`src/rtl/lcd_fs_pkg.sv`:
```
package lcd_fs_pkg;

    // depth code position inside the header word
    localparam int CODE_LSB = 12;
    localparam int CODE_W   = 3;

    // header sizes in bytes
    localparam int HDR_LARGE = 512;
    localparam int HDR_SMALL = 32;

    // load mode encodings that change behaviour
    localparam logic [1:0] LM_NO_FETCH = 2'd1;
    localparam logic [1:0] LM_NO_TABLE = 2'd2;

    // condition bit raised on an illegal buffer address
    localparam int COND_ERR_BIT = 2;

    typedef enum logic [3:0] {
        S_IDLE,
        S_CHK0_T,
        S_CHK0_B,
        S_CHK1_T,
        S_CHK1_B,
        S_TBL_REQ,
        S_TBL_WAIT,
        S_RUN,
        S_HDR_REQ,
        S_HDR_WAIT,
        S_EVAL
    } seq_state_e;

endpackage

```
`src/rtl/lcd_fs_geom.sv`:
```
module lcd_fs_geom
    import lcd_fs_pkg::*;
#(
    parameter int ADDR_W = 32,
    parameter int DIM_W  = 10
) (
    input  logic [CODE_W-1:0] depth_code,
    input  logic [1:0]        load_mode,
    input  logic              tft,
    input  logic [DIM_W-1:0]  width_m1,
    input  logic [DIM_W-1:0]  height_m1,
    input  logic [ADDR_W-1:0] top,
    input  logic [ADDR_W-1:0] bot,
    input  logic              sub_en,
    input  logic              sub_first,
    input  logic [DIM_W-1:0]  sub_val,
    output logic              skip,
    output logic              fault,
    output logic [ADDR_W-1:0] start_addr,
    output logic [DIM_W+1:0]  stride,
    output logic [DIM_W-1:0]  first,
    output logic [DIM_W:0]    lines,
    output logic [4:0]        bpp,
    output logic              fmt12
);
    localparam int DIM1_W  = DIM_W + 1;
    localparam int PIX_W   = 2 * DIM1_W;
    localparam int NEED_W  = PIX_W + 6;
    localparam int LINE_W  = DIM1_W + 5;
    localparam int CMP_W   = ((NEED_W > ADDR_W) ? NEED_W : ADDR_W) + 2;

    logic [DIM1_W-1:0] width_px;
    logic [DIM1_W-1:0] height_px;
    logic [PIX_W-1:0]  pix_cnt;
    logic [NEED_W-1:0] bit_cnt;
    logic [NEED_W-1:0] need_bytes;
    logic [NEED_W-1:0] hdr_bytes;
    logic [LINE_W-1:0] line_bits;
    logic signed [CMP_W-1:0] room;
    logic signed [CMP_W-1:0] need_s;

    always_comb begin
        skip  = 1'b0;
        unique case (depth_code)
            3'd0:    begin bpp = 5'd0; skip = 1'b1; end
            3'd1:    bpp = 5'd2;
            3'd2:    bpp = 5'd4;
            3'd3:    bpp = 5'd8;
            default: bpp = 5'd16;
        endcase
        fmt12 = (depth_code >= 3'd4) && !tft;

        if (load_mode == LM_NO_TABLE)
            hdr_bytes = '0;
        else if (depth_code >= 3'd3)
            hdr_bytes = NEED_W'(HDR_LARGE);
        else
            hdr_bytes = NEED_W'(HDR_SMALL);

        width_px   = DIM1_W'(width_m1) + DIM1_W'(1);
        height_px  = DIM1_W'(height_m1) + DIM1_W'(1);
        pix_cnt    = PIX_W'(width_px) * PIX_W'(height_px);
        bit_cnt    = NEED_W'(pix_cnt) * NEED_W'(bpp);
        need_bytes = (bit_cnt >> 3) + hdr_bytes;

        room   = $signed(CMP_W'(bot)) - $signed(CMP_W'(top)) + CMP_W'(2);
        need_s = $signed(CMP_W'(need_bytes));
        fault  = !skip && (need_s > room);

        line_bits  = LINE_W'(width_px) * LINE_W'(bpp);
        stride     = (DIM_W+2)'(line_bits >> 3);
        start_addr = top + ADDR_W'(hdr_bytes);

        first = '0;
        lines = height_px;
        if (sub_en) begin
            if (sub_first) first = sub_val;
            else           lines = DIM1_W'(sub_val);
        end
    end

endmodule

```
`src/rtl/lcd_fs_palram.sv`:
```
module lcd_fs_palram #(
    parameter int DATA_W = 16,
    parameter int WORDS  = 256,
    localparam int AW    = $clog2(WORDS)
) (
    input  logic              clk,
    input  logic              we,
    input  logic [AW-1:0]     waddr,
    input  logic [DATA_W-1:0] wdata,
    input  logic [AW-1:0]     raddr,
    output logic [DATA_W-1:0] rdata
);
    logic [DATA_W-1:0] mem_q [WORDS];

    always_ff @(posedge clk) begin
        if (we) mem_q[waddr] <= wdata;
    end

    assign rdata = mem_q[raddr];

endmodule

```
`src/rtl/lcd_fs_ctrl.sv`:
```
module lcd_fs_ctrl
    import lcd_fs_pkg::*;
#(
    parameter int ADDR_W = 32,
    parameter int DIM_W  = 10,
    parameter int DATA_W = 16,
    parameter int WORDS  = 256,
    localparam int AW    = $clog2(WORDS)
) (
    input  logic              clk,
    input  logic              rst_n,
    input  logic              en_wr,
    input  logic              en_val,
    input  logic [1:0]        load_mode,
    input  logic              dual,
    input  logic [ADDR_W-1:0] buf0_top,
    input  logic [ADDR_W-1:0] buf0_bot,
    input  logic [ADDR_W-1:0] buf1_top,
    input  logic [ADDR_W-1:0] buf1_bot,
    input  logic [1:0]        dma_mask,
    input  logic              frame_tick,
    output logic [ADDR_W-1:0] chk_addr,
    input  logic              chk_ok,
    output logic              rd_req,
    output logic [ADDR_W-1:0] rd_addr,
    input  logic              rd_valid,
    input  logic [DATA_W-1:0] rd_data,
    // geometry of the current buffer
    output logic [ADDR_W-1:0] cur_top,
    output logic [ADDR_W-1:0] cur_bot,
    output logic [DATA_W-1:0] hdr_word,
    input  logic              g_skip,
    input  logic              g_fault,
    input  logic [ADDR_W-1:0] g_start,
    input  logic [DIM_W+1:0]  g_stride,
    input  logic [DIM_W-1:0]  g_first,
    input  logic [DIM_W:0]    g_lines,
    input  logic [4:0]        g_bpp,
    input  logic              g_fmt12,
    // table write port
    output logic              tbl_we,
    output logic [AW-1:0]     tbl_waddr,
    output logic [DATA_W-1:0] tbl_wdata,
    // state
    output logic              active,
    output logic              frame_done,
    output logic              pal_loaded,
    output logic              sync_err,
    output logic [2:0]        dma_cond,
    output logic              dma_irq_frame,
    output logic              dma_irq_err,
    output logic              fs_valid,
    output logic [ADDR_W-1:0] fs_addr,
    output logic [DIM_W+1:0]  fs_stride,
    output logic [DIM_W-1:0]  fs_first,
    output logic [DIM_W:0]    fs_lines,
    output logic [4:0]        fs_bpp,
    output logic              fs_fmt12
);
    localparam logic [AW-1:0] LAST_WORD = AW'(WORDS - 1);

    typedef struct packed {
        seq_state_e        state;
        logic              active;
        logic              idx;
        logic              idx_idle;
        logic              pal_loaded;
        logic              frame_done;
        logic              sync_err;
        logic [2:0]        cond;
        logic              irq_frame;
        logic              irq_err;
        logic [AW-1:0]     wcnt;
        logic [DATA_W-1:0] hdr;
        logic              fs_valid;
        logic [ADDR_W-1:0] fs_addr;
        logic [DIM_W+1:0]  fs_stride;
        logic [DIM_W-1:0]  fs_first;
        logic [DIM_W:0]    fs_lines;
        logic [4:0]        fs_bpp;
        logic              fs_fmt12;
    } seq_t;

    seq_t seq_d, seq_q;

    always_comb begin
        cur_top = seq_q.idx ? buf1_top : buf0_top;
        cur_bot = seq_q.idx ? buf1_bot : buf0_bot;
    end

    always_comb begin
        seq_d           = seq_q;
        seq_d.irq_frame = 1'b0;
        seq_d.irq_err   = 1'b0;
        seq_d.fs_valid  = 1'b0;
        chk_addr        = '0;
        rd_req          = 1'b0;
        rd_addr         = cur_top + ADDR_W'({seq_q.wcnt, 1'b0});
        tbl_we          = 1'b0;
        tbl_waddr       = seq_q.wcnt;
        tbl_wdata       = rd_data;

        if (en_wr && !en_val && seq_q.active) begin
            // turning off from any busy state
            seq_d.state    = S_IDLE;
            seq_d.active   = 1'b0;
            seq_d.idx      = 1'b0;
            seq_d.idx_idle = 1'b1;
            seq_d.sync_err = 1'b0;
            if (load_mode != LM_NO_FETCH) seq_d.frame_done = 1'b1;
        end else begin
            unique case (seq_q.state)
                S_IDLE: begin
                    if (en_wr && en_val) begin
                        seq_d.active = 1'b1;
                        seq_d.state  = S_CHK0_T;
                        if (seq_q.idx_idle) begin
                            seq_d.idx        = 1'b0;
                            seq_d.idx_idle   = 1'b0;
                            seq_d.frame_done = 1'b0;
                            seq_d.pal_loaded = 1'b0;
                        end
                    end
                end
                S_CHK0_T, S_CHK0_B, S_CHK1_T, S_CHK1_B: begin
                    unique case (seq_q.state)
                        S_CHK0_T: chk_addr = buf0_top;
                        S_CHK0_B: chk_addr = buf0_bot;
                        S_CHK1_T: chk_addr = buf1_top;
                        default:  chk_addr = buf1_bot;
                    endcase
                    if (!chk_ok) begin
                        seq_d.cond[COND_ERR_BIT] = 1'b1;
                        seq_d.irq_err = dma_mask[1];
                        seq_d.active  = 1'b0;
                        seq_d.state   = S_IDLE;
                    end else if (seq_q.state == S_CHK0_T) begin
                        seq_d.state = S_CHK0_B;
                    end else if (seq_q.state == S_CHK1_T) begin
                        seq_d.state = S_CHK1_B;
                    end else if (seq_q.state == S_CHK0_B && dual) begin
                        seq_d.state = S_CHK1_T;
                    end else if (load_mode != LM_NO_TABLE && !seq_q.pal_loaded) begin
                        seq_d.wcnt  = '0;
                        seq_d.state = S_TBL_REQ;
                    end else begin
                        seq_d.state = S_RUN;
                    end
                end
                S_TBL_REQ: begin
                    rd_req      = 1'b1;
                    seq_d.state = S_TBL_WAIT;
                end
                S_TBL_WAIT: begin
                    if (rd_valid) begin
                        tbl_we = 1'b1;
                        if (seq_q.wcnt == '0) seq_d.hdr = rd_data;
                        if (seq_q.wcnt == LAST_WORD) begin
                            seq_d.pal_loaded = 1'b1;
                            seq_d.state      = S_RUN;
                        end else begin
                            seq_d.wcnt  = seq_q.wcnt + AW'(1);
                            seq_d.state = S_TBL_REQ;
                        end
                    end
                end
                S_RUN: begin
                    if (frame_tick && load_mode != LM_NO_FETCH) begin
                        seq_d.state = (load_mode == LM_NO_TABLE) ? S_EVAL : S_HDR_REQ;
                    end
                end
                S_HDR_REQ: begin
                    rd_req      = 1'b1;
                    rd_addr     = cur_top;
                    seq_d.state = S_HDR_WAIT;
                end
                S_HDR_WAIT: begin
                    if (rd_valid) begin
                        tbl_we      = 1'b1;
                        tbl_waddr   = '0;
                        seq_d.hdr   = rd_data;
                        seq_d.state = S_EVAL;
                    end
                end
                S_EVAL: begin
                    seq_d.state = S_RUN;
                    if (g_skip) begin
                        seq_d.state = S_RUN;
                    end else if (g_fault) begin
                        seq_d.sync_err = 1'b1;
                        seq_d.active   = 1'b0;
                        seq_d.state    = S_IDLE;
                    end else begin
                        seq_d.cond[seq_q.idx] = 1'b1;
                        seq_d.irq_frame = dma_mask[0];
                        if (dual) seq_d.idx = ~seq_q.idx;
                        seq_d.fs_valid  = 1'b1;
                        seq_d.fs_addr   = g_start;
                        seq_d.fs_stride = g_stride;
                        seq_d.fs_first  = g_first;
                        seq_d.fs_lines  = g_lines;
                        seq_d.fs_bpp    = g_bpp;
                        seq_d.fs_fmt12  = g_fmt12;
                    end
                end
                default: seq_d.state = S_IDLE;
            endcase
        end
    end

    always_ff @(posedge clk or negedge rst_n) begin
        if (!rst_n) begin
            seq_q          <= '0;
            seq_q.state    <= S_IDLE;
            seq_q.idx_idle <= 1'b1;
        end else begin
            seq_q <= seq_d;
        end
    end

    assign hdr_word      = seq_q.hdr;
    assign active        = seq_q.active;
    assign frame_done    = seq_q.frame_done;
    assign pal_loaded    = seq_q.pal_loaded;
    assign sync_err      = seq_q.sync_err;
    assign dma_cond      = seq_q.cond;
    assign dma_irq_frame = seq_q.irq_frame;
    assign dma_irq_err   = seq_q.irq_err;
    assign fs_valid      = seq_q.fs_valid;
    assign fs_addr       = seq_q.fs_addr;
    assign fs_stride     = seq_q.fs_stride;
    assign fs_first      = seq_q.fs_first;
    assign fs_lines      = seq_q.fs_lines;
    assign fs_bpp        = seq_q.fs_bpp;
    assign fs_fmt12      = seq_q.fs_fmt12;

endmodule

```
`src/rtl/lcd_fetch_seq.sv`:
```
module lcd_fetch_seq
    import lcd_fs_pkg::*;
#(
    parameter int ADDR_W    = 32,
    parameter int DIM_W     = 10,
    parameter int DATA_W    = 16,
    parameter int PAL_WORDS = 256,
    localparam int PAL_AW   = $clog2(PAL_WORDS)
) (
    input  logic              clk,
    input  logic              rst_n,
    input  logic              en_wr,
    input  logic              en_val,
    input  logic [1:0]        load_mode,
    input  logic              tft,
    input  logic              dual,
    input  logic [DIM_W-1:0]  width_m1,
    input  logic [DIM_W-1:0]  height_m1,
    input  logic [ADDR_W-1:0] buf0_top,
    input  logic [ADDR_W-1:0] buf0_bot,
    input  logic [ADDR_W-1:0] buf1_top,
    input  logic [ADDR_W-1:0] buf1_bot,
    input  logic              sub_en,
    input  logic              sub_first,
    input  logic [DIM_W-1:0]  sub_val,
    input  logic [1:0]        lcd_mask,
    input  logic [1:0]        dma_mask,
    input  logic              frame_tick,
    output logic [ADDR_W-1:0] chk_addr,
    input  logic              chk_ok,
    output logic              rd_req,
    output logic [ADDR_W-1:0] rd_addr,
    input  logic              rd_valid,
    input  logic [DATA_W-1:0] rd_data,
    input  logic [PAL_AW-1:0] pal_raddr,
    output logic [DATA_W-1:0] pal_rdata,
    output logic              active,
    output logic              frame_done,
    output logic              pal_loaded,
    output logic              sync_err,
    output logic              lcd_irq,
    output logic [2:0]        dma_cond,
    output logic              dma_irq_frame,
    output logic              dma_irq_err,
    output logic              fs_valid,
    output logic [ADDR_W-1:0] fs_addr,
    output logic [DIM_W+1:0]  fs_stride,
    output logic [DIM_W-1:0]  fs_first,
    output logic [DIM_W:0]    fs_lines,
    output logic [4:0]        fs_bpp,
    output logic              fs_fmt12
);
    logic [ADDR_W-1:0] cur_top, cur_bot, g_start;
    logic [DATA_W-1:0] hdr_word, tbl_wdata;
    logic              g_skip, g_fault, g_fmt12, tbl_we;
    logic [DIM_W+1:0]  g_stride;
    logic [DIM_W-1:0]  g_first;
    logic [DIM_W:0]    g_lines;
    logic [4:0]        g_bpp;
    logic [PAL_AW-1:0] tbl_waddr;

    lcd_fs_ctrl #(
        .ADDR_W(ADDR_W), .DIM_W(DIM_W), .DATA_W(DATA_W), .WORDS(PAL_WORDS)
    ) u_ctrl (
        .clk(clk), .rst_n(rst_n), .en_wr(en_wr), .en_val(en_val),
        .load_mode(load_mode), .dual(dual),
        .buf0_top(buf0_top), .buf0_bot(buf0_bot),
        .buf1_top(buf1_top), .buf1_bot(buf1_bot),
        .dma_mask(dma_mask), .frame_tick(frame_tick),
        .chk_addr(chk_addr), .chk_ok(chk_ok),
        .rd_req(rd_req), .rd_addr(rd_addr), .rd_valid(rd_valid), .rd_data(rd_data),
        .cur_top(cur_top), .cur_bot(cur_bot), .hdr_word(hdr_word),
        .g_skip(g_skip), .g_fault(g_fault), .g_start(g_start), .g_stride(g_stride),
        .g_first(g_first), .g_lines(g_lines), .g_bpp(g_bpp), .g_fmt12(g_fmt12),
        .tbl_we(tbl_we), .tbl_waddr(tbl_waddr), .tbl_wdata(tbl_wdata),
        .active(active), .frame_done(frame_done), .pal_loaded(pal_loaded),
        .sync_err(sync_err), .dma_cond(dma_cond),
        .dma_irq_frame(dma_irq_frame), .dma_irq_err(dma_irq_err),
        .fs_valid(fs_valid), .fs_addr(fs_addr), .fs_stride(fs_stride),
        .fs_first(fs_first), .fs_lines(fs_lines), .fs_bpp(fs_bpp), .fs_fmt12(fs_fmt12)
    );

    lcd_fs_geom #(.ADDR_W(ADDR_W), .DIM_W(DIM_W)) u_geom (
        .depth_code(hdr_word[CODE_LSB +: CODE_W]),
        .load_mode(load_mode), .tft(tft),
        .width_m1(width_m1), .height_m1(height_m1),
        .top(cur_top), .bot(cur_bot),
        .sub_en(sub_en), .sub_first(sub_first), .sub_val(sub_val),
        .skip(g_skip), .fault(g_fault), .start_addr(g_start), .stride(g_stride),
        .first(g_first), .lines(g_lines), .bpp(g_bpp), .fmt12(g_fmt12)
    );

    lcd_fs_palram #(.DATA_W(DATA_W), .WORDS(PAL_WORDS)) u_tbl (
        .clk(clk), .we(tbl_we), .waddr(tbl_waddr), .wdata(tbl_wdata),
        .raddr(pal_raddr), .rdata(pal_rdata)
    );

    assign lcd_irq = (frame_done & lcd_mask[0]) | (pal_loaded & lcd_mask[1]) | sync_err;

endmodule

```
`config.mk`:
```
export PLATFORM = sky130hd
export DESIGN_NAME = lcd_fetch_seq
export DESIGN_NICKNAME = d
export VERILOG_FILES = /design/src/rtl/lcd_fs_pkg.sv /design/src/rtl/lcd_fs_geom.sv /design/src/rtl/lcd_fs_palram.sv /design/src/rtl/lcd_fs_ctrl.sv /design/src/rtl/lcd_fetch_seq.sv
export SDC_FILE = /design/constraint.sdc
export NUM_CORES = 2
export LEC_CHECK = 0
export CAP_MARGIN = 20
export CORE_MARGIN = 2
export CORE_UTILIZATION = 55
export CTS_BUF_LIST = sky130_fd_sc_hd__clkbuf_2 sky130_fd_sc_hd__clkbuf_4 sky130_fd_sc_hd__clkbuf_8
export DETAILED_ROUTE_END_ITERATION = 7
export GPL_TIMING_DRIVEN = 0
export HOLD_SLACK_MARGIN = 0.02
export PLACE_DENSITY_LB_ADDON = 0.08
export SETUP_SLACK_MARGIN = 0.1
export SYNTH_ARGS = -nofsm -noshare
export SYNTH_HDL_FRONTEND = slang
export SYNTH_HIERARCHICAL = 1
export SYNTH_SLANG_ARGS = --single-unit
```
`constraint.sdc`:
```
create_clock -name clk -period 22.7 [get_ports clk]
set_clock_uncertainty 0.15 [all_clocks]
set_input_delay 2.27 -clock clk [delete_from_list [all_inputs] [get_ports clk]]
set_output_delay 2.27 -clock clk [all_outputs]
set_load 0.01 [all_outputs]
```
# ---- After elaboration in Yosys (flattened, before gate mapping)
# Memory sizes are Yosys's and may differ from the RTL's.
# Cells that the tools add are included.
dict set report op_classes {
  addsub 8
  n_mul 3
  order_cmp 5
  n_eq_ne 44
  muxes 80
  bitwise 9
  n_reduce_logical 41
}
# op n
set op_table {}
lappend op_table {{$mux W72} 3}
lappend op_table {{$mux W32} 6}
lappend op_table {{$mux W98} 1}
lappend op_table {{$pmux W32 S3} 1}
lappend op_table {{$mux W8} 9}
lappend op_table {{$mux W4} 10}
lappend op_table {{$add A34 B3 Y34 const B} 1}
lappend op_table {{$gt A29 B34 Y1} 1}
lappend op_table {{$sub A32 B32 Y33} 1}
lappend op_table {{$add A32 B28 Y32} 1}
lappend op_table {{$add A32 B9 Y32} 1}
lappend op_table {{$mux W16} 2}
lappend op_table {{$pmux W16 S2} 1}
lappend op_table {{$pmux W4 S8} 1}
lappend op_table {{$mux W10} 3}
lappend op_table {{$add A24 B28 Y28} 1}
lappend op_table {{$mux W28} 1}
lappend op_table {{$mul A22 B5 Y27} 1}
lappend op_table {{$mux W24} 1}
lappend op_table {{$ne A2 B2 Y1 const B} 12}
lappend op_table {{$mux W1} 23}
lappend op_table {{$add A10 B1 Y11 const B} 2}
lappend op_table {{$mul A11 B11 Y22} 1}
lappend op_table {{$mux W11} 2}
lappend op_table {{47 further kinds} 104}
dict set report word_totals {
  register_bits 111
  ramBits 4096
  inputBits 199
  output_inout_bits 163
  n_memories 1
}
# name words word_bits rd rd_clocked_by_memory_dff write_ports line
set memory_table {}
lappend memory_table {u_tbl.mem_q 256 16 1 0 1 lcd_fs_palram.sv:13} ;# logic [DATA_W-1:0] mem_q [WORDS];

# ---- Longest topological paths before layout
dict set report depth {
  ltp_word 10
  depth_mapped 55
  depth_no_buf 54
}

# ---- By module
# Netlist, hierarchy kept.
# module n_inst cells_per_inst area_each_um2 seq_area_each_um2
set modules_own_cells {}
lappend modules_own_cells {lcd_fs_palram 1 7344 158394.4 122998.0}
lappend modules_own_cells {lcd_fs_geom 1 1599 12273.0 0.0}
lappend modules_own_cells {lcd_fs_ctrl 1 832 8216.6 2778.9}
lappend modules_own_cells {lcd_fetch_seq 1 1 10.0 0.0}

# ---- Worst setup path before layout
# Ideal clock, no wire load.
dict set report synth_path {
  kind {input to register}
  start {input port width_m1[0]}
  end {register u_ctrl.seq_q, in the netlist u_ctrl/fs_bpp[2]}
  setup_ns 0.128
  arrival_time_ns 13.637
  required_time_ns 22.422
  setup_slack_ns 8.785
  path_stages 49
  cell_sequence {ha_1 > nand2_1 > nor2_1 > nand3_1 > xnor2_1 > clkbuf_1 > nand2_1 > fa_1 > fa_1 > inv_1 > fa_1 > fa_1 > inv_1 > fa_1 > inv_1 > ha_1 > o21a_1 > a2111oi_0 > [13 not listed] > o31a_1 > xor2_1 > nand4bb_1 > or2_2 > nor4_1 > xnor2_1 > ha_1 > and4_1 > nand3_1 > o211ai_1 > a21oi_1 > a211oi_1 > o21ai_0 > o31ai_1 > nor2_2 > buf_4 > buf_6 > mux2_1}
}
dict set report synth_via {
  elab_chain_len 8
}
# item line
set synth_rtl {}
lappend synth_rtl {{start: declaration} lcd_fetch_seq.sv:17} ;# input logic [DIM_W-1:0] width_m1,
lappend synth_rtl {{$add A10 B1 Y11} lcd_fs_geom.sv:60} ;# width_px = DIM1_W'(width_m1) + DIM1_W'(1);
lappend synth_rtl {{$mul A11 B11 Y22} lcd_fs_geom.sv:62} ;# pix_cnt = PIX_W'(width_px) * PIX_W'(height_px);
lappend synth_rtl {{$mul A22 B5 Y27} lcd_fs_geom.sv:63} ;# bit_cnt = NEED_W'(pix_cnt) * NEED_W'(bpp);
lappend synth_rtl {{$add A24 B28 Y28} lcd_fs_geom.sv:64} ;# need_bytes = (bit_cnt >> 3) + hdr_bytes;
lappend synth_rtl {{$gt A29 B34 Y1} lcd_fs_geom.sv:68} ;# fault = !skip && (need_s > room);
lappend synth_rtl {{$logic_and A1 B1 Y1} lcd_fs_geom.sv:68}
lappend synth_rtl {{via g_fault} lcd_fetch_seq.sv:55} ;# logic g_skip, g_fault, g_fmt12, tbl_we;
lappend synth_rtl {{$not A1 Y1 (no source line)} -}
lappend synth_rtl {{$reduce_and A4 Y1 (no source line)} -}
lappend synth_rtl {{end signal: assignment} lcd_fs_ctrl.sv:217} ;# seq_q <= seq_d;
lappend synth_rtl {{end: declaration} lcd_fs_ctrl.sv:84} ;# seq_t seq_d, seq_q;
# The timed path passes the listed nets, and every way through them passes these cells.
# A chain may end at the register's enable or synchronous reset.

# ---- Final worst setup path
dict set report layout_path {
  start {input port width_m1[0]}
  end {register u_ctrl.seq_q, in the netlist u_ctrl/fs_addr[31]}
}
# Same word-level chain as after synthesis.

==> impl_metrics.xml <==
<?xml version="1.0" encoding="UTF-8"?>
<metrics>
  <group name="status">
    <metric name="run_status" unit="">complete, no violations</metric>
  </group>
  <group name="grt">
    <metric name="pin_count_of_the_biggest_net_entering_global_routing" unit="">137</metric>
    <metric name="antenna_found_initial" unit="">34</metric>
    <metric name="grt_total_ovfl" unit="">0</metric>
    <metric name="wire_length_of_the_first_global_routing_pass" unit="mm">793</metric>
    <metric name="grt_use_total" unit="">0.347</metric>
    <metric name="number_of_global_route_vias_before_repair" unit="">103000</metric>
  </group>
  <group name="clock_tree">
    <metric name="postCtsSetupBuffers" unit="">0</metric>
    <metric name="clock-root-buffer" unit="">sky130_fd_sc_hd__clkbuf_8</metric>
    <metric name="h-tree-depth" unit="">6</metric>
    <metric name="cts_inserted_buffers" unit="">667</metric>
    <metric name="clock_sinks" unit="">4194</metric>
    <metric name="post_cts_resized" unit="">0</metric>
    <metric name="tritoncts" unit="">done</metric>
    <metric name="clock_buffer_depth" unit="">4</metric>
    <metric name="postCtsHoldBufs" unit="">0</metric>
    <metric name="worst_setup_hold_path_clk_slew" unit="ns">0.06</metric>
    <metric name="worstSkewPairLatency" unit="ns">1.20</metric>
  </group>
  <group name="floorplan">
    <metric name="num_io_pins" unit="">362</metric>
    <metric name="floorplan.die.width" unit="um">573</metric>
    <metric name="die_y" unit="um">573</metric>
    <metric name="rows" unit="">209</metric>
    <metric name="die_area" unit="um^2">329000</metric>
    <metric name="floorplan.initialDensity" unit="">0.551</metric>
    <metric name="core" unit="um^2">323000</metric>
  </group>
  <group name="critical_path">
    <metric name="crit_path_end_kind" unit="">register</metric>
    <metric name="cp.arrival" unit="ns">17.88</metric>
    <metric name="critical_path.most_common_cell" unit="">sky130_fd_sc_hd__fa_1</metric>
    <metric name="critPathLaunchType" unit="">input port</metric>
    <metric name="critical_path.slowest_cell" unit="">sky130_fd_sc_hd__o31ai_2</metric>
    <metric name="cp_slowest_stage_delay" unit="ns">0.80</metric>
    <metric name="crit_required" unit="ns">23.63</metric>
    <metric name="criticalPathCategory" unit="">input port to register</metric>
    <metric name="worstPathMaxFanout" unit="">10</metric>
  </group>
  <group name="power">
    <metric name="p_per_area" unit="nW/um^2">86.4</metric>
    <metric name="p_leak" unit="nW">69.2</metric>
    <metric name="vdd_ir_drop_max" unit="uV">69.8</metric>
  </group>
  <group name="sta">
    <metric name="period_share" unit="">0.747</metric>
    <metric name="setup_tns" unit="ns">0</metric>
    <metric name="slew_headroom" unit="">0.122</metric>
    <metric name="post_layout_min_period" unit="ns">16.95</metric>
    <metric name="hold_viol_final" unit="">0</metric>
    <metric name="fmax" unit="MHz">59.0</metric>
    <metric name="final_count_of_negative_setup_slack_endpoints" unit="">0</metric>
    <metric name="final_max_slew_viol_count" unit="">0</metric>
    <metric name="transition_at_the_pin_with_the_smallest_max_transition_slack" unit="ns">1.32</metric>
    <metric name="rsz_0062_raised_after_global_routing" unit="">no</metric>
  </group>
  <group name="placement">
    <metric name="dp_hpwl" unit="mm">410</metric>
    <metric name="post-place-cells" unit="">14700</metric>
    <metric name="gpl.final_weighted_congestion" unit="">1.02</metric>
    <metric name="port_buffers" unit="">341</metric>
  </group>
  <group name="layout">
    <metric name="syn2layout_area_growth" unit="%">15.5</metric>
    <metric name="layout-drive-gt1-share" unit="">0.255</metric>
    <metric name="final_cell_count_no_fill" unit="">15900</metric>
    <metric name="commonest_cells_after_routing_fill_and_taps_aside" unit="">sky130_fd_sc_hd__edfxtp_1 (4096), sky130_fd_sc_hd__mux4_2 (797), sky130_fd_sc_hd__clkbuf_8 (678), sky130_fd_sc_hd__mux2i_1 (574), sky130_fd_sc_hd__clkdlybuf4s50_1 (340)</metric>
    <metric name="final_common_cell" unit="">sky130_fd_sc_hd__edfxtp_1</metric>
    <metric name="design.final.nets" unit="">11600</metric>
    <metric name="post_route_core_utilization" unit="">0.637</metric>
  </group>
  <group name="run">
    <metric name="max-cap-violations" unit="">0</metric>
  </group>
  <group name="synth">
    <metric name="warnings_synthesis" unit="">6</metric>
    <metric name="syn_area" unit="um^2">178000</metric>
    <metric name="postSynthCellCount" unit="">9737</metric>
    <metric name="syn_area_per_cell" unit="um^2">18.3</metric>
  </group>
  <group name="route">
    <metric name="routedWlPerCell" unit="um">36.2</metric>
    <metric name="drc" unit="">0</metric>
    <metric name="routed_via_density" unit="">6.60</metric>
    <metric name="detail-route-antenna-nets" unit="">0</metric>
    <metric name="postRouteWirelength" unit="mm">576</metric>
    <metric name="dr_total_vias" unit="">105000</metric>
    <metric name="drt-initial-drc-count" unit="">16000</metric>
    <metric name="detail_route.first_pass.iterations" unit="">7</metric>
  </group>
  <group name="hold_path">
    <metric name="hold_class" unit="">register to register</metric>
  </group>
</metrics>
-- path summary, 6_finish.rpt --
kind | end | cells after the start | slack, ns | start
setup / recovery | u_ctrl/fs_addr[31] | 51 | 5.75 | width_m1[0]
hold / removal | u_ctrl/dma_cond[1] | 1 | 0.33 | u_ctrl/dma_cond[1]
setup reg to reg | u_ctrl/fs_addr[31] | 36 | 11.56 | u_ctrl/hdr_word[14]
hold reg to reg | u_ctrl/dma_cond[1] | 1 | 0.33 | u_ctrl/dma_cond[1]
max in group asynchronous | u_ctrl/fs_lines[7] | 2 | 20.68 | rst_n
min in group asynchronous | u_ctrl/fs_addr[8] | 1 | 0.95 | rst_n
-- state kept, by name (all words and copies together) (netlist names), 5 cells and up --
name and count:
u_ctrl/fs_addr 32, u_ctrl/fs_bpp 5, u_ctrl/fs_first 10, u_ctrl/fs_lines 11
u_ctrl/fs_stride 12, u_ctrl/seq_q 14, u_tbl/mem_q 4096
-- final cells by class --
class                   count  area, um^2
multi-input cells        4667       48800
repair buffers            658        8810
clock inverters           282        1670
fillers                 22800      117000
plain buffers             636        4000
clock buffers             891       10900
well taps                4325        5410
flip-flops and latches   4194      125000
inverters                 242         908
diodes                     18        45.0
-- report_power, final --
group          leakage (nW)  switching, mW  internal (mW)  total [mW]
clock                  6.64           2.99           3.23        6.22
sequential             38.0         0.0143           8.52        8.53
combinational          24.5           1.90           1.15        3.05
total                  69.2           4.91           12.9        17.8
-- metrics by stage --
step | power (mW) | hold WS (ns) | cell area, um^2 | setup WS [ns]
6_report | 17.8 | 0.329 | 206000 | 5.75
3_3_place_gp | 11.7 | 0.293 | 187000 | 4.37
5_1_grt | 18.4 | 0.345 | 206000 | 5.10
3_5_place_dp | 11.7 | 0.318 | 193000 | 4.61
2_1_floorplan | 10.6 | 0.279 | 178000 | 8.79
4_1_cts | 17.9 | 0.331 | 206000 | 5.83
-- worst max-delay path, delay by kind of cell --
family	cells	cell delay, ns
buffers and inverters	8	2.09
xor gates and xnor gates	4	1.68
muxes	1	0.33
AOI/OAI and AO/OA	11	3.76
and+or+nand+nor	15	2.56
adders and majority gates	12	5.13
-- routing by layer --
metal  vias to the layer above  track usage  wire length [um]
met5                         -            0                47
met4                         8        0.146             27600
met3                      1213        0.102             75000
met2                      7001        0.512            256000
met1                     54700        0.486            217000
li1                      42200            -                 -
Note: power is estimated with default switching activity, not from simulation.
